File: config.mk
export PLATFORM = sky130hd
export DESIGN_NAME = ctl_serializer
export DESIGN_NICKNAME = d
export VERILOG_FILES = /design/src/rtl/ser_pkg.sv /design/src/rtl/ser_clkdiv.sv /design/src/rtl/ser_shifter.sv /design/src/rtl/ser_en_sel.sv /design/src/rtl/ctl_serializer.sv
export SDC_FILE = /design/constraint.sdc
export NUM_CORES = 1
export LEC_CHECK = 0
export BUFFER_PORTS_ARGS = -buffer_cell sky130_fd_sc_hd__buf_2
export CAP_MARGIN = 15
export CORE_AREA = 3 3 80 82
export CTS_BUF_LIST = sky130_fd_sc_hd__clkbuf_8
export DETAILED_ROUTE_END_ITERATION = 12
export DIE_AREA = 0 0 83 85
export PLACE_DENSITY = 0.75
export SKIP_LAST_GASP = 1
export SYNTH_ARGS = -nofsm -noshare
export SYNTH_HDL_FRONTEND = slang
export SYNTH_SLANG_ARGS = --single-unit
File: constraint.sdc
create_clock -name clk -period 1.7 [get_ports clk]
set_input_delay 0.085 -clock clk [delete_from_list [all_inputs] [get_ports clk]]
set_output_delay 0.085 -clock clk [all_outputs]
set_load 0.005 [all_outputs]
File: src/rtl/ser_pkg.sv
package ser_pkg;
   typedef enum logic [1:0] {
      MODE_2W      = 2'b00,
      MODE_3W_FULL = 2'b01,
      MODE_3W_HEAD = 2'b10,
      MODE_3W_TAIL = 2'b11
   } ser_mode_e;

   localparam logic [2:0] ADDR_DIRECT = 3'd0;
   localparam logic [2:0] ADDR_CTRL   = 3'd1;
   localparam logic [2:0] ADDR_HEAD   = 3'd2;
   localparam logic [2:0] ADDR_BODY   = 3'd3;
   localparam logic [2:0] ADDR_TAIL   = 3'd4;
endpackage

File: src/rtl/ser_clkdiv.sv
module ser_clkdiv #(
   parameter int DIV = 38
) (
   input  logic clk,
   input  logic rst_n,
   input  logic run,
   output logic period_end,
   output logic sclk_lvl
);
   localparam int CW = (DIV > 1) ? $clog2(DIV) : 1;
   localparam logic [CW-1:0] LAST = CW'(DIV - 1);
   localparam logic [CW-1:0] HALF = CW'(DIV / 2);

   generate
      if (DIV < 4) begin : g_bad_div
         $error("ser_clkdiv: DIV must be at least 4");
      end
   endgenerate

   logic [CW-1:0] cnt;

   always_ff @(posedge clk) begin
      if (!rst_n || !run || cnt == LAST) cnt <= '0;
      else                               cnt <= cnt + 1'b1;
   end

   assign period_end = run && (cnt == LAST);
   assign sclk_lvl   = !run || (cnt >= HALF);

   // a new bit period always opens with the clock low
   assert_fall_after_period_R1: assert property (@(posedge clk) disable iff (!rst_n)
      ($past(period_end) && run) |-> !sclk_lvl);
endmodule

File: src/rtl/ser_shifter.sv
module ser_shifter
   import ser_pkg::*;
#(
   parameter int BYTE_W = 8,
   parameter int NBYTES = 3
) (
   input  logic                     clk,
   input  logic                     rst_n,
   input  logic                     start,
   input  logic [NBYTES*BYTE_W-1:0] load_word,
   input  ser_mode_e                mode_in,
   input  logic                     period_end,
   output logic                     busy,
   output logic                     done,
   output logic                     sdata,
   output logic                     first_bit,
   output logic                     last_bit,
   output ser_mode_e                mode_q
);
   localparam int TOTAL = NBYTES * BYTE_W;
   localparam int BCW   = $clog2(TOTAL);
   localparam logic [BCW-1:0] LAST_BIT = BCW'(TOTAL - 1);

   generate
      if (BYTE_W < 1 || NBYTES < 1 || TOTAL < 2) begin : g_bad_size
         $error("ser_shifter: transfer must hold at least two bits");
      end
   endgenerate

   logic [TOTAL-1:0] shreg;
   logic [BCW-1:0]   bit_cnt;

   always_ff @(posedge clk) begin
      if (!rst_n) begin
         busy    <= 1'b0;
         done    <= 1'b0;
         shreg   <= '1;
         bit_cnt <= '0;
         mode_q  <= MODE_2W;
      end else begin
         done <= 1'b0;
         if (!busy) begin
            if (start) begin
               busy    <= 1'b1;
               shreg   <= load_word;
               bit_cnt <= '0;
               mode_q  <= mode_in;
            end
         end else if (period_end) begin
            if (bit_cnt == LAST_BIT) begin
               busy  <= 1'b0;
               done  <= 1'b1;
               shreg <= '1;
            end else begin
               bit_cnt <= bit_cnt + 1'b1;
               shreg   <= {shreg[TOTAL-2:0], 1'b1};
            end
         end
      end
   end

   assign sdata     = busy ? shreg[TOTAL-1] : 1'b1;
   assign first_bit = busy && (bit_cnt == '0);
   assign last_bit  = busy && (bit_cnt == LAST_BIT);

   assert_busy_from_strobe_R10: assert property (@(posedge clk) disable iff (!rst_n)
      $rose(busy) |-> $past(start));
   assert_done_not_busy_R10: assert property (@(posedge clk) disable iff (!rst_n)
      done |-> !busy);
   assert_mode_frozen_R11: assert property (@(posedge clk) disable iff (!rst_n)
      (busy && $past(busy)) |-> $stable(mode_q));
endmodule

File: src/rtl/ser_en_sel.sv
module ser_en_sel
   import ser_pkg::*;
(
   input  ser_mode_e mode,
   input  logic      busy,
   input  logic      first_bit,
   input  logic      last_bit,
   output logic      en
);
   always_comb begin
      unique case (mode)
         MODE_2W:      en = 1'b0;
         MODE_3W_FULL: en = busy;
         MODE_3W_HEAD: en = first_bit;
         MODE_3W_TAIL: en = last_bit;
         default:      en = 1'b0;
      endcase
   end
endmodule

File: src/rtl/ctl_serializer.sv
module ctl_serializer
   import ser_pkg::*;
#(
   parameter int DIV    = 38,
   parameter int BYTE_W = 8,
   parameter int NPINS  = 3
) (
   input  logic             clk,
   input  logic             rst_n,
   input  logic             wr_en,
   input  logic [2:0]       wr_addr,
   input  logic [BYTE_W-1:0] wr_data,
   input  logic             start,
   output logic             busy,
   output logic             done,
   output logic [NPINS-1:0] ctl_out
);
   localparam int NBYTES = 3;
   localparam int TOTAL  = NBYTES * BYTE_W;

   generate
      if (NPINS != 3 || BYTE_W < 3) begin : g_bad_cfg
         $error("ctl_serializer: needs three pins and bytes of at least 3 bits");
      end
   endgenerate

   logic [NPINS-1:0]  direct_q;
   logic              own_q;
   ser_mode_e         mode_w;
   logic [BYTE_W-1:0] head_q, body_q, tail_q;

   always_ff @(posedge clk) begin
      if (!rst_n) begin
         direct_q <= '0;
         own_q    <= 1'b0;
         mode_w   <= MODE_2W;
         head_q   <= '0;
         body_q   <= '0;
         tail_q   <= '0;
      end else if (wr_en) begin
         unique case (wr_addr)
            ADDR_DIRECT: direct_q <= wr_data[NPINS-1:0];
            ADDR_CTRL: begin
               own_q  <= wr_data[0];
               mode_w <= ser_mode_e'(wr_data[2:1]);
            end
            ADDR_HEAD: head_q <= wr_data;
            ADDR_BODY: body_q <= wr_data;
            ADDR_TAIL: tail_q <= wr_data;
            default: ;
         endcase
      end
   end

   logic            period_end, sclk_lvl, sdata, first_bit, last_bit, en;
   ser_mode_e       mode_q;
   logic [TOTAL-1:0] load_word;

   assign load_word = {head_q, body_q, tail_q};

   ser_clkdiv #(.DIV(DIV)) u_div (
      .clk(clk), .rst_n(rst_n), .run(busy),
      .period_end(period_end), .sclk_lvl(sclk_lvl)
   );

   ser_shifter #(.BYTE_W(BYTE_W), .NBYTES(NBYTES)) u_shift (
      .clk(clk), .rst_n(rst_n), .start(start), .load_word(load_word),
      .mode_in(mode_w), .period_end(period_end), .busy(busy), .done(done),
      .sdata(sdata), .first_bit(first_bit), .last_bit(last_bit), .mode_q(mode_q)
   );

   ser_en_sel u_en (
      .mode(mode_q), .busy(busy), .first_bit(first_bit),
      .last_bit(last_bit), .en(en)
   );

   logic [NPINS-1:0] ser_pins;
   assign ser_pins = {en, sclk_lvl, sdata};

   genvar gi;
   generate
      for (gi = 0; gi < NPINS; gi++) begin : g_pin
         assign ctl_out[gi] = own_q ? ser_pins[gi] : direct_q[gi];
      end
   endgenerate

   assert_idle_lines_R10: assert property (@(posedge clk) disable iff (!rst_n)
      (own_q && !busy) |-> (ctl_out == 3'b011));
   assert_two_wire_no_enable_R6: assert property (@(posedge clk) disable iff (!rst_n)
      (own_q && mode_q == MODE_2W) |-> !ctl_out[2]);
   assert_enable_inside_xfer_R7: assert property (@(posedge clk) disable iff (!rst_n)
      (own_q && ctl_out[2]) |-> busy);
endmodule

==> flow_summary.yaml, run 1 <==
run_status:
  run_status: "complete, no violations"
place:
  dp.final_hpwl_um: 4220
  dp.cells: 415
  place.port_buffers: 19
  post-place-ws_ps: 55.5
  routabilityCongestion: 0.794
detailed_routing:
  detailedRoute.firstIterationViolations: 149
  detail_route.first_pass.iterations: 7
  route.detailed.wl_per_inst_um: 15.8
  route.detailed.drc: 0
  via_count: 2553
  post_drt_antenna_nets: 0
  wl_um: 6810
  detail_route.vias_per_cell: 5.91
global_routing:
  grt_overflow_total: 0
  largest_net_degree_at_the_start_of_global_routing: 47
  first_pass_grt_wire_length_um: 11500
  grt_antenna_before_repair: 0
  grt.total_usage_pct: 20.0
  number_of_global_route_vias_before_repair: 2391
clocking:
  cts_hold_repair.buffers: 0
  tritoncts: "yes"
  cts_htree_levels: 3
  clk_latency_ps: 350
  cts.sinks: 69
  cts_max_path_buffers: 2
  clock_tree.root_cell: "sky130_fd_sc_hd__clkbuf_8"
  cts_buffers: 9
  clkSlewWorstSetupHoldPaths_ps: 70
worst_setup_path:
  critPathMaxStageDelay_ps: 380
  critical_path.startpoint_type: "flop"
  path_buf_inv: 1
  largest_fanout_on_the_critical_path: 4
  setup.worst_path.end_class: "output pin"
  cp.required_ps: 1620
  worst-endpoint-arrival_ps: 1580
  critPathKind: "flop to output pin"
  critical_path.cell_chain: "ha_4 -> and4b_2 -> nor2_1 -> o32ai_2 -> buf_2"
  critical-path-slowest-cell: "sky130_fd_sc_hd__dfxtp_2"
  crit_family: "flip-flops"
yosys:
  synth-seq-cells: 69
  yosys.area_share.simple_pct: 23.6
  netlist_top_cells_count: "sky130_fd_sc_hd__dfxtp_1 (69), sky130_fd_sc_hd__nand2_1 (50), sky130_fd_sc_hd__mux2i_1 (25), sky130_fd_sc_hd__nand2b_1 (25), sky130_fd_sc_hd__nor2b_1 (24)"
  synth-xor-area-share_pct: 0.844
  synthFlopType: "sky130_fd_sc_hd__dfxtp_1"
  mappedNetlistArea_um2: 3110
  yosys_warnings: 0
  synth_cell_type_count: 38
  synthCells: 339
  synth_enable_flop_cells: 0
  post-synth-top-count-cell: "sky130_fd_sc_hd__dfxtp_1"
  compound_gate_portion_of_the_synthesized_area_pct: 16.7
  post_syn_area_per_cell_um2: 9.18
  asyncSetResetFlopFracSynth_pct: 0
  synth.area.top_cells: "sky130_fd_sc_hd__dfxtp_1 (44%), sky130_fd_sc_hd__mux2i_1 (8.0%), sky130_fd_sc_hd__o221ai_1 (6.5%), sky130_fd_sc_hd__nand2_1 (6.0%), sky130_fd_sc_hd__nand2b_1 (5.0%)"
  synthesis.nets: 358
  yosys.area.top_type: "sky130_fd_sc_hd__dfxtp_1"
  area_share_of_the_largest_cell_type_after_synthesis_pct: 44.4
  mux_cell_area_share_after_synthesis_pct: 8.04
  synth_adder_area_share_pct: 1.61
  ys_seq_area_share_pct: 44.4
  dominant_combinational_cell_family_by_area_after_synthesis: "simple AND/OR/NAND/NOR gates"
die:
  placementRows: 28
  floorplan.die_area_um2: 7060
  chipWidth_um: 83
  io_pins: 20
  core_region_area_um2: 5820
  die_height_um: 85
  starting_density_of_the_core_pct: 53.5
pwr:
  intPower_mw: 2.81
  total_power_mw: 3.64
  p_sw_uw: 838
  powerDensity_nw_per_um2: 1010
  clock_power_share_pct: 43.7
  pwr-share-comb_pct: 9.0
  vdd.ir_drop.worst_mv: 0.791
  leakagePower_nw: 1.32
  power.share.sequential_pct: 47.3
  switching_share_pct: 23.0
timing:
  relSlewSlack_pct: 67.5
  finalSetupViolations: 0
  report.final.hold_viol_count: 0
  final_max_slew_viol_count: 0
  fin_worst_skew_ps: 11.2
  final_min_period_over_clock_period_pct: 98.0
  max_freq_ghz: 0.600
  rsz0062_at_grt: "true"
  timing_worst_slew_pin_value_ps: 486
  postLayoutSetupSlackWorst_ps: 33.7
  finalWorstPathRequiredPeriod_ps: 1670
cells_and_area:
  layout.filler_cells: 507
  fraction_of_final_layout_cells_sized_beyond_drive_strength_1_pct: 17.6
  antenna-diode-count: 0
  final_cell_count_no_fill: 432
  utilization_pct: 62.3
  area_growth_pct: 16.4
  design.final.nets: 371
worst_hold_path:
  holdCritPathClass: "input pin to flop"
flow_run:
  max-cap-violations: 0
==> area by class of cell <==
class,instances,area (µm²),share of cell area (%)
multi-input combinational,237,1650,45.6
sequential,69,1390,38.4
timing repair buffer,30,228,6.28
clock buffer,9,124,3.42
clock inverter,7,115,3.18
tap,75,93.8,2.59
inverter,5,18.8,0.518
==> timing repair <==
item	4_1_cts	5_1_grt
endpoints found under the setup margin	2	28
cloned	0	0
resized for setup	7	10
setup buffers	1	0
pin swaps	1	2
==> worst min-delay path, stage by stage <==
cell                       delay [ps]
sky130_fd_sc_hd__buf_2            120
sky130_fd_sc_hd__nand2_1           50
sky130_fd_sc_hd__a21boi_0          60
==> logic make-up after synthesis <==
logic type	after synthesis
adder cells (fa/ha/maj)	4
XOR/XNOR	3
AND/OR/NAND/NOR	134
buffers and inverters	33
flip-flops	69
multiplexers	25
AO/OA/AOI/OAI	71
==> power by group through the flow <==
stage	sequential (mW)	clock, mW	combinational, mW
finish	1.72	1.59	0.329
global route	1.73	1.70	0.366
CTS	1.72	1.61	0.330
detailed placement	1.76	0	0.329
global placement	1.76	0	0.320
floorplan	1.74	0	0.231
==> placed cells by master, fill, tap and decap left out, types with 2 or more instances in the layout <==
| master | synthesis | final |
|---|---|---|
| sky130_fd_sc_hd__buf_4 | 0 | 7 |
| sky130_fd_sc_hd__a21boi_0 | 10 | 10 |
| sky130_fd_sc_hd__o21ai_0 | 2 | 2 |
| sky130_fd_sc_hd__bufinv_16 | 0 | 3 |
| sky130_fd_sc_hd__nand2_1 | 50 | 50 |
| sky130_fd_sc_hd__buf_2 | 14 | 19 |
| sky130_fd_sc_hd__buf_12 | 0 | 4 |
| sky130_fd_sc_hd__and4b_1 | 3 | 2 |
| sky130_fd_sc_hd__mux2i_1 | 25 | 25 |
| sky130_fd_sc_hd__nor4bb_2 | 0 | 2 |
| sky130_fd_sc_hd__nand2b_1 | 25 | 25 |
| sky130_fd_sc_hd__nand3_1 | 9 | 9 |
| sky130_fd_sc_hd__a31oi_1 | 3 | 3 |
| sky130_fd_sc_hd__clkbuf_8 | 0 | 9 |
| sky130_fd_sc_hd__xnor2_1 | 2 | 2 |
| sky130_fd_sc_hd__and3_1 | 2 | 2 |
| sky130_fd_sc_hd__o22ai_1 | 23 | 23 |
| sky130_fd_sc_hd__a21oi_1 | 4 | 3 |
| sky130_fd_sc_hd__nor2_1 | 8 | 8 |
| sky130_fd_sc_hd__ha_4 | 0 | 2 |
| sky130_fd_sc_hd__dfxtp_1 | 69 | 64 |
| sky130_fd_sc_hd__nand4b_1 | 2 | 2 |
| sky130_fd_sc_hd__inv_1 | 5 | 5 |
| sky130_fd_sc_hd__o221ai_1 | 23 | 23 |
| sky130_fd_sc_hd__dfxtp_2 | 0 | 4 |
| sky130_fd_sc_hd__nor2b_1 | 24 | 24 |
==> sequential cells by signal, summed over array words and instances, names as in the netlist, 3 cells and up <==
name             flops
u_shift.bit_cnt      5
body_q               8
direct_q             3
u_shift.shreg       24
head_q               8
tail_q               8
u_div.cnt            6
==> path summary, 6_finish.rpt <==
path	endpoint	slack, ps	cells after the start	from
worst max-delay path	ctl_out[2]	30	5	u_shift.bit_cnt[1]
worst min-delay path	body_q[5]	20	3	wr_data[5]
worst max register to register	u_shift.bit_cnt[3]	100	5	u_shift.bit_cnt[0]
worst min register to register	u_div.cnt[0]	460	1	u_div.cnt[0]
==> layer usage <==
metal | routed length (µm) | up-vias | track usage [%]
met5 | 0 | - | 0
met2 | 3200 | 63 | 31.8
met1 | 3180 | 1230 | 26.1
met4 | 140 | 0 | 9.06
met3 | 295 | 11 | 4.37
li1 | - | 1249 | -
==> metrics by stage <==
step / instance area, µm² / TNS (ps) / hold slack [ps]
after CTS: 3580 / -21.7 / 17.0
after global placement: 3310 / 0 / 363
after detailed placement: 3310 / 0 / 380
after floorplan: 3110 / 0 / 230
final: 3620 / 0 / 23.8
after global routing: 3620 / -48.3 / 22.5
No activity file was read; power rests on OpenSTA's default activity.
==> run 2: changes to the inputs <==
--- a/config.mk
+++ b/config.mk
@@ -12,6 +12,8 @@
 export DETAILED_ROUTE_END_ITERATION = 12
 export DIE_AREA = 0 0 83 85
 export PLACE_DENSITY = 0.75
+export REMOVE_ABC_BUFFERS = 1
+export SETUP_SLACK_MARGIN = 0.3
 export SKIP_LAST_GASP = 1
 export SYNTH_ARGS = -nofsm -noshare
 export SYNTH_HDL_FRONTEND = slang
==> run 2 against run 1 <==
The run now ends with setup timing left. Cell count increased by 5.3%. Clock skew grew 3.3 ps. Critical path depth grew 1. Non-clock buffer count increased by 24. Register-to-register slack lost 160 ps. Maximum frequency decreased by 5.6%. Sequential power is essentially flat. Combinational power rose by 67%. Global-route usage grew 5.4 points. Highest routed layer unchanged.
==> flow_summary.yaml, run 2 (synthesis gave the netlist of run 1 again) <==
run_status:
  run_status: "finished, violations left"
  failed_checks: "setup timing"
place:
  routabilityCongestion: 0.760
  dp.final_hpwl_um: 4210
  post-place-ws_ps: 98.7
  place.port_buffers: 19
worst_setup_path:
  worst_r2r_setup_slack_ps: -60
  worst-endpoint-arrival_ps: 2040
  largest_fanout_on_the_critical_path: 4
  setup.worst_path.end_class: "flop"
  critical_path.startpoint_type: "flop"
  cp.required_ps: 1970
  critPathKind: "flop to flop"
flow_run:
  max-cap-violations: 0
cells_and_area:
  area_growth_pct: 42.7
  number_of_flip_flops_in_the_largest_register: 24
  max_flop_register: "u_shift.shreg"
  design.final.nets: 395
  fraction_of_final_layout_cells_sized_beyond_drive_strength_1_pct: 37.4
  mostFrequentLayoutCells: "sky130_fd_sc_hd__dfxtp_1 (62), sky130_fd_sc_hd__nand2_1 (50), sky130_fd_sc_hd__mux2i_1 (25), sky130_fd_sc_hd__nor2b_1 (24), sky130_fd_sc_hd__nand2b_1 (24)"
  antenna-diode-count: 0
  layout_commonest_cell: "sky130_fd_sc_hd__dfxtp_1"
clocking:
  cts.sinks: 69
  cts_max_path_buffers: 2
  cts_htree_levels: 3
  clk_latency_ps: 360
  clock_tree.root_cell: "sky130_fd_sc_hd__clkbuf_8"
  clkSlewWorstSetupHoldPaths_ps: 80
  tritoncts: "yes"
  cts_buffers: 9
timing:
  report.final.hold_viol_count: 0
  final_min_period_over_clock_period_pct: 104
  timing_worst_slew_pin_value_ps: 540
  relSlewSlack_pct: 63.9
  final_max_slew_viol_count: 0
  totalNegativeSetupSlack_ps: -109
  rsz0062_at_grt: "true"
  fin_worst_skew_ps: 14.5
  finalSetupViolations: 2
  postLayoutSetupSlackWorst_ps: -64.6
  finalWorstPathRequiredPeriod_ps: 1760
  max_freq_ghz: 0.567
global_routing:
  number_of_global_route_vias_before_repair: 2721
  first_pass_grt_wire_length_um: 14200
  grt_antenna_before_repair: 0
  grt.total_usage_pct: 25.3
  largest_net_degree_at_the_start_of_global_routing: 49
  grt_overflow_total: 0
worst_hold_path:
  holdCritPathClass: "input pin to flop"
pwr:
  powerDensity_nw_per_um2: 836
  total_power_mw: 3.71
  pwr-share-comb_pct: 14.8
  intPower_mw: 2.75
  power.share.sequential_pct: 46.7
  vdd.ir_drop.worst_mv: 0.596
  switching_share_pct: 25.9
  p_sw_uw: 961
  leakagePower_nw: 1.59
  clock_power_share_pct: 38.5
detailed_routing:
  detail_route.vias_per_cell: 6.52
  route.detailed.wl_per_inst_um: 21.7
  wl_um: 9870
  route.detailed.drc: 0
  post_drt_antenna_nets: 0
  detailedRoute.firstIterationViolations: 279
  via_count: 2966
  detail_route.first_pass.iterations: 5
die:
  io_pins: 20
  core_region_area_um2: 5820
  chipWidth_um: 83
  placementRows: 28
  die_height_um: 85
  starting_density_of_the_core_pct: 53.5
  floorplan.die_area_um2: 7060
## run 2: cell types whose count changed in the layout (fill, tap and decap cells not counted), sizes merged
cell and delta:
buf +22, clkinvlp -1, clkbuf +2, inv +1
bufinv -1
## run 2: path summary, 6_finish.rpt
path	cells past startpoint	from	to
worst max-delay path	6	u_shift.bit_cnt[1]	u_shift.bit_cnt[3]
worst min-delay path	3	wr_data[3]	body_q[3]
worst max register to register	6	u_shift.bit_cnt[1]	u_shift.bit_cnt[3]
worst min register to register	2	u_shift.shreg[0]	u_shift.shreg[0]
## run 2: repair_timing
action                                 CTS  global route
setup buffers                           10             7
hold buffers                             0             0
endpoints found under the hold margin    0             0
cloned                                   5             3
pin swaps                               27            30
setup endpoints to repair               37            36
resized for setup                       77            38
## run 2: cell type report
type,count,area (µm²)
Inverter,5,21.3
Multi-Input combinational cell,237,2120
Fill cell,347,1370
Clock inverter,6,81.3
Sequential cell,69,1400
Clock buffer,9,124
Timing Repair Buffer,54,606
Tap cell,75,93.8
## run 2: routing by layer
metal  vias to the layer above  part of all wire (%)  track usage [%]
met5                         -                     0                0
met4                         0                   4.2             10.1
met3                        45                   6.7             6.21
met2                       146                    49             42.6
met1                      1473                    40             31.3
li1                       1302                     -                -
## run 2: critical path: stages (launching register included)
cell and delay (ps):
sky130_fd_sc_hd__dfxtp_4 370, sky130_fd_sc_hd__ha_4 160, sky130_fd_sc_hd__and4b_2 230, sky130_fd_sc_hd__buf_6 130, sky130_fd_sc_hd__buf_8 120, sky130_fd_sc_hd__or4b_1 540, sky130_fd_sc_hd__mux2i_1 130
## run 2: per-stage QoR
step	instance area (µm²)	instances	hold slack (ps)	util (%)
5_1_grt	4440	455	37.2	76.4
3_5_place_dp	3310	415	379	56.9
4_1_cts	4120	445	21.2	70.8
3_3_place_gp	3310	415	372	56.9
6_report	4440	455	27.8	76.4
2_1_floorplan	2980	311	164	-
## run 2: power by group through the flow
stage	Clock [mW]	Sequential (mW)	Combinational [mW]
after floorplan	0	1.76	0.187
after global placement	0	1.76	0.320
after detailed placement	0	1.76	0.329
after CTS	1.42	1.72	0.460
after global routing	1.50	1.74	0.582
final	1.43	1.74	0.549
==> run 3: changes to the inputs <==
--- a/config.mk
+++ b/config.mk
@@ -7,11 +7,11 @@
 export LEC_CHECK = 0
 export BUFFER_PORTS_ARGS = -buffer_cell sky130_fd_sc_hd__buf_2
 export CAP_MARGIN = 15
-export CORE_AREA = 3 3 80 82
+export CORE_AREA = 3 3 75 77
 export CTS_BUF_LIST = sky130_fd_sc_hd__clkbuf_8
 export DETAILED_ROUTE_END_ITERATION = 12
-export DIE_AREA = 0 0 83 85
-export PLACE_DENSITY = 0.75
+export DIE_AREA = 0 0 78 80
+export PLACE_DENSITY = 0.84
 export REMOVE_ABC_BUFFERS = 1
 export SETUP_SLACK_MARGIN = 0.3
 export SKIP_LAST_GASP = 1
==> run 3 against run 2 <==
The flow still finishes with violations (setup timing). Clock power down 6%. Hold slack better by 2.0 ps. Final area down 2.9%. Maximum frequency up 3.4%. Sequential cell count unchanged. Sequential power about the same. Critical path depth down 2. Count of clock-buffer cells in the layout up 1. Global-route usage up 2.5 points. Critical path type is now flop to output pin.
==> flow_summary.yaml, run 3 (synthesis gave the netlist of run 1 again) <==
run_status:
  run_status: "finished, violations left"
  failed_checks: "setup timing"
detailed_routing:
  route.detailed.drc: 0
  wl_um: 10700
  detailedRoute.firstIterationViolations: 341
  post_drt_antenna_nets: 0
  route.detailed.wl_per_inst_um: 23.8
  detail_route.vias_per_cell: 6.79
  via_count: 3056
  detail_route.first_pass.iterations: 6
die:
  floorplan.die_area_um2: 6240
  placementRows: 26
  starting_density_of_the_core_pct: 61.3
  chipWidth_um: 78
  core_region_area_um2: 5070
  die_height_um: 80
  io_pins: 20
clocking:
  cts_buffers: 9
  clkSlewWorstSetupHoldPaths_ps: 80
  clock_tree.root_cell: "sky130_fd_sc_hd__clkbuf_8"
  cts.sinks: 69
  cts_max_path_buffers: 2
  cts_htree_levels: 3
  tritoncts: "yes"
  cts_hold_repair.buffers: 0
  clk_latency_ps: 350
pwr:
  powerDensity_nw_per_um2: 847
  vdd.ir_drop.worst_mv: 0.691
  leakagePower_nw: 1.57
  total_power_mw: 3.65
cells_and_area:
  design.final.nets: 394
  antenna-diode-count: 0
  layout_commonest_cell: "sky130_fd_sc_hd__dfxtp_1"
  mostFrequentLayoutCells: "sky130_fd_sc_hd__dfxtp_1 (63), sky130_fd_sc_hd__nand2_1 (50), sky130_fd_sc_hd__mux2i_1 (25), sky130_fd_sc_hd__nor2b_1 (24), sky130_fd_sc_hd__nand2b_1 (24)"
  fraction_of_final_layout_cells_sized_beyond_drive_strength_1_pct: 36.8
  number_of_flip_flops_in_the_largest_register: 24
  max_flop_register: "u_shift.shreg"
  area_growth_pct: 38.6
global_routing:
  grt.total_usage_pct: 27.9
  largest_net_degree_at_the_start_of_global_routing: 51
  grt_antenna_before_repair: 0
  first_pass_grt_wire_length_um: 13400
  number_of_global_route_vias_before_repair: 2709
  grt_overflow_total: 0
place:
  routabilityCongestion: 0.839
  place.port_buffers: 19
  post-place-ws_ps: 82.9
  dp.final_hpwl_um: 4350
worst_setup_path:
  cp.required_ps: 1620
  critPathMaxStageDelay_ps: 500
  critical_path.cell_chain: "and4b_2 -> nor2_2 -> o32ai_1 -> buf_2"
  critical_path.startpoint_type: "flop"
  r2r.worst_path.cells: 5
  setup.worst_path.end_class: "output pin"
  largest_fanout_on_the_critical_path: 6
  critPathKind: "flop to output pin"
  worst-endpoint-arrival_ps: 1620
  crit_family: "flip-flops"
  path_buf_inv: 1
  critical-path-slowest-cell: "sky130_fd_sc_hd__dfxtp_1"
  start_point_of_the_critical_path: "u_shift.bit_cnt[2]"
  crit-reg2reg-launch: "u_shift.bit_cnt[0]"
  r2r-end: "u_shift.bit_cnt[3]"
  worst_r2r_setup_slack_ps: 30
timing:
  finalWorstPathRequiredPeriod_ps: 1710
  finalSetupViolations: 1
  fin_worst_skew_ps: 5.66
  report.final.hold_viol_count: 0
  relSlewSlack_pct: 64.7
  timing_worst_slew_pin_value_ps: 529
  final_min_period_over_clock_period_pct: 100
  postLayoutSetupSlackWorst_ps: -5.94
  final_worst_hold_slack_ps: 29.7
  final_max_slew_viol_count: 0
  rsz0062_at_grt: "true"
  max_freq_ghz: 0.586
worst_hold_path:
  holdCritPathClass: "input pin to flop"
  hold_start: "wr_data[6]"
  hold_depth: 3
  worstHoldEndpoint: "body_q[6]"
flow_run:
  max-cap-violations: 0
run 3: cell types whose count changed in the layout (fill, tap and decap cells not counted), moves of 2 or more:
cell                       delta
sky130_fd_sc_hd__o221ai_2     -2
sky130_fd_sc_hd__nor2_2       +5
sky130_fd_sc_hd__nor2_1       -4
sky130_fd_sc_hd__buf_4        +3
sky130_fd_sc_hd__o22ai_2      +6
sky130_fd_sc_hd__buf_8        -2
sky130_fd_sc_hd__o22ai_4      -7
sky130_fd_sc_hd__dfxtp_2      -2
sky130_fd_sc_hd__buf_16       -3
sky130_fd_sc_hd__o221ai_4     +2
run 3: layout make-up:
class                           instances  area, µm²
Clock buffer                           10        138
Clock inverter                          6       55.1
Fill cell                             242        763
Inverter                                5       23.8
Multi-Input combinational cell        237       2070
Sequential cell                        69       1400
Tap cell                               70       87.6
Timing Repair Buffer                   53        537
run 3: worst reg2reg max path, cell delays in order (launching register included):
cell	delay, ps
sky130_fd_sc_hd__dfxtp_4	370
sky130_fd_sc_hd__ha_4	160
sky130_fd_sc_hd__and4b_2	240
sky130_fd_sc_hd__buf_4	160
sky130_fd_sc_hd__or4b_1	490
sky130_fd_sc_hd__mux2i_1	170
run 3: report_power, final:
part / switching (mW) / total [mW] / internal [mW]
sequential: 0.0487 / 1.73 / 1.68
clock: 0.650 / 1.35 / 0.702
combinational: 0.307 / 0.574 / 0.268
run 3: stage by stage:
step	instances	utilization, %	instance area (µm²)	setup TNS, ps
2_1_floorplan	311	-	2980	-30720
3_3_place_gp	411	64.7	3290	0
3_5_place_dp	411	64.7	3290	0
4_1_cts	441	77.3	3930	0
5_1_grt	450	85.0	4310	-32.0
6_report	450	85.0	4310	-5.94
run 3: worst max-delay path by stage:
stage	endpoint	cells after the start	slack (ps)
floorplan	u_shift.shreg[10]	3	-1040
global placement	u_shift.bit_cnt[2]	4	180
detailed placement	u_shift.bit_cnt[1]	4	80
CTS	ctl_out[2]	6	80
global route	ctl_out[2]	5	-30
finish	ctl_out[2]	4	-6
run 3: repair_timing:
item | CTS | global route
pin swaps | 12 | 22
setup endpoints to repair | 39 | 38
gates cloned | 2 | 2
setup buffers | 12 | 7
gates resized for setup | 63 | 46
run 3: routing by layer:
metal,global-route usage (%),share of wire (%),up-vias
met5,0,0,-
met3,4.18,7.7,44
met4,14.7,3.7,0
met2,46.3,51,215
li1,-,-,1296
met1,34.9,38,1501
